`src/rtl/nmi_trap_pkg.sv`:
```
// Package: nmi_trap_pkg
// Shared constants for the non-maskable trap recognizer.
// Assumes a 16-bit restart address space.
package nmi_trap_pkg;
    localparam int unsigned TRAP_VEC_W     = 16;
    localparam logic [15:0] TRAP_RESTART   = 16'h0024;
    localparam int unsigned TRAP_SYNC_MIN  = 2;
endpackage

```
`src/rtl/nmi_trap_sync.sv`:
```
// Module: nmi_trap_sync
// Brings the asynchronous trap pin into the clock domain through a chain
// of STAGES flops, then registers the result once more so that a one-cycle
// rising-edge indication can be formed.
// Assumes STAGES >= 2 and a synchronous active-low reset.
module nmi_trap_sync #(
    parameter int unsigned STAGES = 2
) (
    input  logic clk,
    input  logic rst_n,
    input  logic async_in,
    output logic level,
    output logic rise
);
    localparam int unsigned LAST = STAGES - 1;

    logic [STAGES-1:0] chain_q;
    logic              prev_q;

    generate
        for (genvar g = 0; g < STAGES; g++) begin : g_stage
            if (g == 0) begin : g_first
                // Capture the raw pin in the first stage.
                always_ff @(posedge clk) begin
                    if (!rst_n) chain_q[0] <= 1'b0;
                    else        chain_q[0] <= async_in;
                end
            end else begin : g_next
                // Shift the value one stage further.
                always_ff @(posedge clk) begin
                    if (!rst_n) chain_q[g] <= 1'b0;
                    else        chain_q[g] <= chain_q[g-1];
                end
            end
        end
    endgenerate

    // Remember the previous synchronized level for edge detection.
    always_ff @(posedge clk) begin
        if (!rst_n) prev_q <= 1'b0;
        else        prev_q <= chain_q[LAST];
    end

    assign level = chain_q[LAST];
    assign rise  = chain_q[LAST] & ~prev_q;

    // a rise indication lasts at most one cycle.
    assert_rise_single_R2: assert property (@(posedge clk) disable iff (!rst_n)
        rise |=> !rise);
endmodule

```
`src/rtl/nmi_trap_arm.sv`:
```
// Module: nmi_trap_arm
// Holds the edge-armed flag. The flag is set by a synchronized rising edge.
// It is dropped if the level falls before the sample point, and dropped
// when the trap is recognized. Dropping it on recognition is what locks
// the trap out until the next low-then-high sequence.
// Assumes level/rise come from nmi_trap_sync.
module nmi_trap_arm (
    input  logic clk,
    input  logic rst_n,
    input  logic level,
    input  logic rise,
    input  logic sample_stb,
    output logic recognize
);
    logic armed_q;

    assign recognize = sample_stb & armed_q & level;

    // Update the armed flag from edge, level and recognition.
    always_ff @(posedge clk) begin
        if (!rst_n)         armed_q <= 1'b0;
        else if (rise)      armed_q <= 1'b1;
        else if (!level)    armed_q <= 1'b0;
        else if (recognize) armed_q <= 1'b0;
    end

    // a low level at the sample point removes the arming.
    assert_drop_on_low_R4: assert property (@(posedge clk) disable iff (!rst_n)
        (armed_q && !level && !rise) |=> !armed_q);
    // recognition locks the trap out.
    assert_lockout_R6: assert property (@(posedge clk) disable iff (!rst_n)
        recognize |=> !armed_q);
    // arming only ever follows a rise.
    assert_arm_needs_edge_R5: assert property (@(posedge clk) disable iff (!rst_n)
        (!armed_q && !rise) |=> !armed_q);
endmodule

```
`src/rtl/nmi_trap_svc.sv`:
```
// Module: nmi_trap_svc
// Keeps the pending-service flag until the core acknowledges it.
// Emits the one-cycle restart request, presents the fixed vector, and
// blocks the maskable request while the trap is pending.
// Assumes recognize is a single-cycle indication.
module nmi_trap_svc #(
    parameter int unsigned         VEC_W = 16,
    parameter logic [VEC_W-1:0]    VEC   = '0
) (
    input  logic             clk,
    input  logic             rst_n,
    input  logic             recognize,
    input  logic             core_ack,
    input  logic             mask_req_in,
    output logic             pending,
    output logic             pulse,
    output logic [VEC_W-1:0] vec,
    output logic             mask_out
);
    logic pending_q;
    logic pulse_q;

    // Set pending on recognition; clear on acknowledge.
    always_ff @(posedge clk) begin
        if (!rst_n)         pending_q <= 1'b0;
        else if (recognize) pending_q <= 1'b1;
        else if (core_ack)  pending_q <= 1'b0;
    end

    // Register the single-cycle restart request.
    always_ff @(posedge clk) begin
        if (!rst_n) pulse_q <= 1'b0;
        else        pulse_q <= recognize;
    end

    assign pending  = pending_q;
    assign pulse    = pulse_q;
    assign vec      = pending_q ? VEC : '0;
    assign mask_out = mask_req_in & ~pending_q;

    // the restart request is one cycle long.
    assert_pulse_single_R9: assert property (@(posedge clk) disable iff (!rst_n)
        pulse_q |=> !pulse_q);
    // a new pending service always comes with a restart request.
    assert_pend_with_pulse_R2: assert property (@(posedge clk) disable iff (!rst_n)
        $rose(pending_q) |-> pulse_q);
    // pending holds until acknowledged.
    assert_hold_until_ack_R7: assert property (@(posedge clk) disable iff (!rst_n)
        (pending_q && !core_ack) |=> pending_q);
    // acknowledge without new recognition clears pending.
    assert_ack_clears_R7: assert property (@(posedge clk) disable iff (!rst_n)
        (core_ack && !recognize) |=> !pending_q);
endmodule

```
`src/rtl/nmi_trap_recognizer.sv`:
```
// Module: nmi_trap_recognizer
// Top level. Recognizes a non-maskable trap on edge plus sustained level
// at the core's sample point, then requests an internal restart at a fixed
// vector and overrides maskable requests until acknowledged.
// Assumes sample_stb and core_ack are synchronous one-cycle marks.
module nmi_trap_recognizer
    import nmi_trap_pkg::*;
#(
    parameter int unsigned             SYNC_STAGES = TRAP_SYNC_MIN,
    parameter int unsigned             VEC_W       = TRAP_VEC_W,
    parameter logic [VEC_W-1:0]        RESTART_VEC = VEC_W'(TRAP_RESTART)
) (
    input  logic             clk,
    input  logic             rst_n,
    input  logic             trap_in,
    input  logic             sample_stb,
    input  logic             core_ack,
    input  logic             mask_req_in,
    output logic             svc_pending,
    output logic             restart_pulse,
    output logic [VEC_W-1:0] restart_vec,
    output logic             mask_req_out
);
    logic sync_level;
    logic sync_rise;
    logic recognize;

    nmi_trap_sync #(.STAGES(SYNC_STAGES)) sync_i (
        .clk      (clk),
        .rst_n    (rst_n),
        .async_in (trap_in),
        .level    (sync_level),
        .rise     (sync_rise)
    );

    nmi_trap_arm arm_i (
        .clk        (clk),
        .rst_n      (rst_n),
        .level      (sync_level),
        .rise       (sync_rise),
        .sample_stb (sample_stb),
        .recognize  (recognize)
    );

    nmi_trap_svc #(.VEC_W(VEC_W), .VEC(RESTART_VEC)) svc_i (
        .clk         (clk),
        .rst_n       (rst_n),
        .recognize   (recognize),
        .core_ack    (core_ack),
        .mask_req_in (mask_req_in),
        .pending     (svc_pending),
        .pulse       (restart_pulse),
        .vec         (restart_vec),
        .mask_out    (mask_req_out)
    );

    // a maskable request never passes while the trap is pending.
    assert_override_R8: assert property (@(posedge clk) disable iff (!rst_n)
        svc_pending |-> !mask_req_out);
    // the vector is only ever the restart address or zero.
    assert_vec_values_R3: assert property (@(posedge clk) disable iff (!rst_n)
        (restart_vec == RESTART_VEC) || (restart_vec == '0));
endmodule

```
`config.mk`:
```
export PLATFORM = sky130hd
export DESIGN_NAME = nmi_trap_recognizer
export DESIGN_NICKNAME = d
export VERILOG_FILES = /design/src/rtl/nmi_trap_pkg.sv /design/src/rtl/nmi_trap_sync.sv /design/src/rtl/nmi_trap_arm.sv /design/src/rtl/nmi_trap_svc.sv /design/src/rtl/nmi_trap_recognizer.sv
export SDC_FILE = /design/constraint.sdc
export NUM_CORES = 1
export LEC_CHECK = 0
export BUFFER_PORTS_ARGS = -buffer_cell sky130_fd_sc_hd__buf_2
export CELL_PAD_IN_SITES_DETAIL_PLACEMENT = 1
export CELL_PAD_IN_SITES_GLOBAL_PLACEMENT = 2
export CORE_MARGIN = 4
export CORE_UTILIZATION = 19
export CTS_CLUSTER_DIAMETER = 100
export DETAILED_ROUTE_END_ITERATION = 8
export PLACE_DENSITY_LB_ADDON = 0.15
export SLEW_MARGIN = 25
export SYNTH_ARGS = -nofsm -noshare
export SYNTH_HDL_FRONTEND = slang
export SYNTH_SLANG_ARGS = --single-unit
```
`constraint.sdc`:
```
create_clock -name clk -period 2.8 [get_ports clk]
set_clock_uncertainty 0.15 [all_clocks]
set_input_delay 0.14 -clock clk [delete_from_list [all_inputs] [get_ports clk]]
set_output_delay 0.14 -clock clk [all_outputs]
set_load 0.01 [all_outputs]
```
==> results of run 1 <==
metrics by stage:
step                      std cells  worst slack [ps]  hold slack, ps  utilization  instance area [um^2]
final                            59              1700            33.1        0.225                   343
after detailed placement         55              1900             214        0.204                   310
after CTS                        59              1680            27.1        0.225                   343
after floorplan                  45              1920             126            -                   360
after global placement           55              1900             215        0.204                   310
after global routing             59              1620            36.2        0.225                   343
timing repair:
action | 4_1_cts | 5_1_grt
endpoints found under the hold margin | 1 | 0
resized for setup | 0 | 0
hold buffers | 1 | 0
worst max-delay path, delay by kind of cell (launching register included):
family	cells	cell delay, ps
flip-flops	1	330
buffers and inverters	1	130
AND/OR/NAND/NOR	1	110
state kept, by name, summed over array words and instances, names as in the netlist:
register and count:
arm_i.armed_q 1, sync_i.prev_q 1, sync_i.level 1, sync_i.chain_q 1
svc_i.pulse 1, svc_i.pending 1
synthesized netlist by cell type:
library cell,n,area [um^2]
inv_1,1,3.75
nor2b_1,1,6.26
buf_4,16,120
dfxtp_1,6,120
and2_2,2,15.0
nand2b_1,1,6.26
and2_4,1,8.76
a31o_1,1,8.76
conb_1,1,3.75
and4_4,1,11.3
a21boi_1,1,7.51
cell type report:
cell class / count / area (um^2)
tap: 16 / 20.0
timing repair buffer: 11 / 60.1
clock buffer: 3 / 22.5
inverter: 1 / 3.75
fill: 190 / 1180
sequential: 6 / 120
multi-input combinational: 22 / 116
power groups by stage:
stage	Combinational [W]	Clock [W]	Sequential, W
after floorplan	0.0000263	0	0.0000900
after global placement	0.0000169	0	0.0000901
after detailed placement	0.0000169	0	0.0000902
after CTS	0.0000181	0.0000822	0.0000885
after global routing	0.0000211	0.0000907	0.0000886
final	0.0000187	0.0000776	0.0000886
worst max path at each step:
stage	startpoint	end	slack, ps	cells after the start
floorplan	sync_i.level	svc_i.pending	1920	2
global placement	sync_i.level	svc_i.pending	1900	2
detailed placement	sync_i.level	svc_i.pending	1900	2
CTS	svc_i.pending	mask_req_out	1680	2
global route	svc_i.pending	mask_req_out	1620	2
finish	svc_i.pending	mask_req_out	1700	2
kinds of logic after synthesis:
group | Yosys count | synth area share
AND/OR/NAND/NOR | 6 | 0.153
other | 1 | 0.0120
AO/OA/AOI/OAI | 2 | 0.0522
buffers and inverters | 17 | 0.398
flip-flops | 6 | 0.386
per-layer routing:
metal  share of wire  global-route usage
met4           0.032              0.0807
met5               0                   0
met3           0.097              0.0307
met2            0.58              0.0826
met1            0.29              0.0470
layout by cell type (no fill, tap or decap):
cell type and n:
and2_2 2, dlygate4sd3_1 1, buf_2 10, and4_4 1
and2_4 1, inv_1 1, nor2b_1 1, a31o_1 1
nand2b_1 1, dfxtp_1 6, clkbuf_4 3, conb_1 14
a21boi_1 1
==> metrics.md, run 1 <==
| Metric | Value |
|---|---|
| DRC violations left | `0` |
| Die X | `48.5 um` |
| CP Max Fanout | `5` |
| Logic pwr share | `0.101` |
| Fraction of layout cells with a size suffix above 1 | `0.395` |
| Clock sink count | `6` |
| Setup Crit Path Kind | `reg -> out` |
| Global-route wire length before repair | `938 um` |
| Initial antenna violation count | `0` |
| H-tree depth reported by CTS | `1` |
| Internal power | `0.000143 W` |
| FMAX | `910 MHz` |
| Synth-to-layout area growth | `10.0%` |
| # IOs | `25` |
| # rows | `14` |
| CTS clk-pin slew, worst paths | `50 ps` |
| Gr ovfl total | `0` |
| Max_cap viols | `0` |
| Library cells used by synthesis | `11` |
| Max incr delay on CP | `330 ps` |
| Period utilization | `0.392` |
| Cells along the critical path | `nor2b_1, buf_2` |
| Worst hold endpoint | `sync_i.chain_q[0]` |
| Outcome | `completed` |
| Final wirelength | `554 um` |
| R2r endpoint | `svc_i.pending` |
| CTS buffer count | `3` |
| Required time of the critical path | `2510 ps` |
| R2r startpoint | `sync_i.level` |
| Yosys Warn Count | `0` |
| Die Ht | `48.5 um` |
| Vias in the first global route | `203` |
| FF-to-FF path depth | `2` |
| Switching Share | `0.229` |
| DR iter-0 viols | `1` |
| First drt pass iteration count | `4` |
| Final setup viols | `0` |
| Full die area | `2350 um^2` |
| Total track usage | `0.0575` |
| Final Hold Viols | `0` |
| Period minus WS final | `1100 ps` |
| Power Total | `0.000185 W` |
| Crit-path slowest cell | `dfxtp_1` |
| Initial Util | `0.204` |
| Part of the Yosys area used for sequential elements | `0.386` |
| WHS Path Cells | `2` |
| Seq cells post-synth | `6` |
| Pwr/cell area | `539 nW/um^2` |
| Syn Std Cell Area | `312 um^2` |
| Final Slew Violations | `0` |
| NetSw | `0.0000424 W` |
| Routed len/inst | `9.39 um` |
| Largest net degree at the start of global routing | `6` |
| Unrepaired setup endpoints after global routing | `no` |
| Syn avg cell area | `9.74 um^2` |
| N_diodes | `0` |
| Hpwl dp | `455 um` |
| Nets | `51` |
| Clock Tree Root | `clkbuf_4` |
| IO Port Bufs | `10` |
| Post-DR vias/cell | `3.24` |
| ANT nets after route | `0` |
| CTS tree | `yes` |
| Reg2Reg Setup Slack | `1890 ps` |
| Vias | `191` |
| Leak | `0.189 nW` |
| Post-Syn Instances | `32` |
| Worst setup EP type | `output port` |
| Postcts setup bufs | `0` |
| Clk pwr share | `0.420` |
| VDD IR-drop max | `0.000116 V` |
| Hold path start | `rst_n` |
| Sum Neg Setup Slack | `0 ps` |
| CORE AREA | `1520 um^2` |
| CP arrival | `810 ps` |
| Later-pin clock latency in the skew report | `240 ps` |
| Clk buf depth | `2` |
| Crit start category | `flop` |
| GP Congestion | `0.597` |
| Sequential power share | `0.479` |
| Hold crit path type | `in -> reg` |
(Power assumes the default switching activity.)
==> run 2: changes to the inputs <==
Settings changed: CORE_UTILIZATION 19 to 16.
Clock period 2.8 ns to 1 ns, I/O delays scaled along.
==> run 2 against run 1 <==
Setup slack got worse by 1700 ps. Design area increased by 6.6%. Non-clock buffer count increased by 1. Power increased to 2.9 times the previous value. Sequential share of layout area decreased by 1.8 points. Hold slack got worse by 91 ps. Highest routed layer unchanged. Die area increased by 16%. Utilization decreased by 2.0 points. Final cell count increased by 17%. The run now ends with hold timing left. Sequential cell count unchanged. Sequential power increased to 2.8 times the previous value. Critical path depth unchanged.
==> metrics.md, run 2 (same netlist as run 1, synthesis figures left out) <==
| Metric | Value |
|---|---|
| Full die area | `2720 um^2 (+16%)` |
| CP arrival | `790 ps (-20 ps)` |
| Final Hold Viols | `6 (+6)` |
| Postcts setup bufs | `0 (unchanged)` |
| Die X | `52.1 um (+7.5%)` |
| Reg2Reg Setup Slack | `90 ps (-1800 ps)` |
| Initial Util | `0.175 (-0.0297)` |
| Leak | `0.193 nW (+2.5%)` |
| Nets | `52 (+2.0%)` |
| # IOs | `25 (unchanged)` |
| Max_cap viols | `0 (unchanged)` |
| DRC violations left | `0 (unchanged)` |
| Critical Path Source | `svc_i.pending` |
| GP Congestion | `0.579 (-3.0%)` |
| Required time of the critical path | `800 ps (-1710 ps)` |
| Largest net degree at the start of global routing | `6 (unchanged)` |
| Commonest non-fill, non-tap cell in the layout | `conb_1` |
| ANT nets after route | `0 (unchanged)` |
| Synth-to-layout area growth | `17.3%` |
| Final wirelength | `555 um (+0.18%)` |
| Cells along the critical path | `nor2b_1, buf_2` |
| Period utilization | `0.993` |
| Max incr delay on CP | `330 ps (about the same)` |
| Crit-path slowest cell | `dfxtp_2` |
| Sum Neg Setup Slack | `0 ps (unchanged)` |
| Pre-CTS WS | `97.3 ps (-1800 ps)` |
| R2r startpoint | `sync_i.level` |
| Period minus WS final | `993 ps` |
| R2r endpoint | `svc_i.pending` |
| Unrepaired setup endpoints after global routing | `yes` |
| Worst Hold Margin | `-57.9 ps (-90.9 ps)` |
| Worst setup margin | `7.03 ps (-1690 ps)` |
| Outcome | `finished with violations` |
| Routed len/inst | `8.04 um (-14%)` |
| Global-route wire length before repair | `745 um (-21%)` |
| Setup Crit Path Kind | `reg -> out` |
| DR iter-0 viols | `1 (unchanged)` |
| VDD IR-drop max | `0.000389 V (+240%)` |
| GR met3 Demand/Resource | `0.00860 (-0.0221)` |
| Worst setup EP type | `output port` |
| Vias in the first global route | `179 (-12%)` |
| CORE AREA | `1780 um^2 (+17%)` |
| Post-layout utilization of the core | `0.205 (-0.0200)` |
| Gr ovfl total | `0 (unchanged)` |
| Final setup viols | `0 (unchanged)` |
| CTS tree | `yes` |
| Worst hold endpoint | `sync_i.chain_q[0]` |
| Gr busiest metal | `met4` |
| Later-pin clock latency in the skew report | `240 ps (about the same)` |
| Die Ht | `52.1 um (+7.5%)` |
| CTS buffer count | `3 (unchanged)` |
| Most frequent cells in the layout | `14 x conb_1, 10 x buf_2, 5 x dfxtp_1, 3 x clkbuf_4` |
| CTS clk-pin slew, worst paths | `50 ps (about the same)` |
| Final Slew Violations | `0 (unchanged)` |
| Hold crit path type | `in -> reg` |
| Initial antenna violation count | `0 (unchanged)` |
| Crit start category | `flop` |
| H-tree depth reported by CTS | `1 (unchanged)` |
| # rows | `15 (+1)` |
| Hold buffer count at CTS | `2 (+1)` |
| FMAX | `1010 MHz` |
| WHS Path Cells | `2 (unchanged)` |
| Hpwl dp | `467 um (+2.6%)` |
| FF-to-FF path depth | `2 (unchanged)` |
| CP Max Fanout | `5 (unchanged)` |
| Hold path start | `rst_n` |
| Post-DR vias/cell | `2.84 (-12%)` |
| Failing checks | `hold timing` |
| Pwr/cell area | `1450 nW/um^2 (+170%)` |
| Met2 usage | `0.0523 (-0.0303)` |
| N_diodes | `0 (unchanged)` |
| Total track usage | `0.0435 (-0.0140)` |
| Fraction of layout cells with a size suffix above 1 | `0.409 (+0.0137)` |
| IO Port Bufs | `10 (unchanged)` |
| Vias | `196 (+2.6%)` |
| Clk buf depth | `2 (unchanged)` |
| First drt pass iteration count | `2 (-2)` |
| Clock Tree Root | `clkbuf_4` |
| Clock sink count | `6 (unchanged)` |
| Met1 Use GR | `0.0464 (-0.000601)` |
| Fillers | `209 (+10%)` |
-- run 2: changes by cell type in the layout (fill, tap and decap cells not counted), sizes merged --
cell and change:
dlygate4sd3 +1
-- run 2: cell type report --
type / count / area, um^2 / area share
multi-input cells: 22 / 116 / 0.318
well taps: 25 / 31.3 / 0.0856
inverters: 1 / 3.75 / 0.0103
clock buffers: 3 / 22.5 / 0.0616
flip-flops and latches: 6 / 121 / 0.332
repair buffers: 12 / 70.1 / 0.192
-- run 2: how the worst max path moves through the flow --
stage	endpoint	cells after the start
after CTS	mask_req_out	2
after global placement	svc_i.pending	2
after global routing	mask_req_out	2
final	mask_req_out	2
after detailed placement	svc_i.pending	2
after floorplan	svc_i.pending	2
-- run 2: critical path, delay by kind of cell, from the launching register on --
| family | cells | cell delay (ps) |
|---|---|---|
| buf+inv | 1 | 130 |
| flops | 1 | 330 |
| simple gates | 1 | 90 |
-- run 2: where the power goes --
group	total, W	switching [W]	leakage, nW	internal, W
clock	0.000225	0.0000892	0.0138	0.000136
combinational	0.0000555	0.0000354	0.130	0.0000201
sequential	0.000248	0.00000203	0.0494	0.000246
-- run 2: repair_timing --
item / CTS / global route
resized for setup: 1 / 0
endpoints found under the setup margin: 1 / 1
endpoints found under the hold margin: 6 / 6
pin swaps: 0 / 0
-- run 2: stage by stage --
step           area [um^2]  total power (W)  std cells
2_1_floorplan          360         0.000326         45
3_3_place_gp           322         0.000299         64
3_5_place_dp           322         0.000301         64
4_1_cts                365         0.000538         69
5_1_grt                365         0.000568         69
6_report               365         0.000528         69
-- run 2: routing by layer --
layer	up-vias	wire length, um
li1	93	-
met1	84	212
met2	17	232
met3	2	83
met4	0	27
met5	-	0
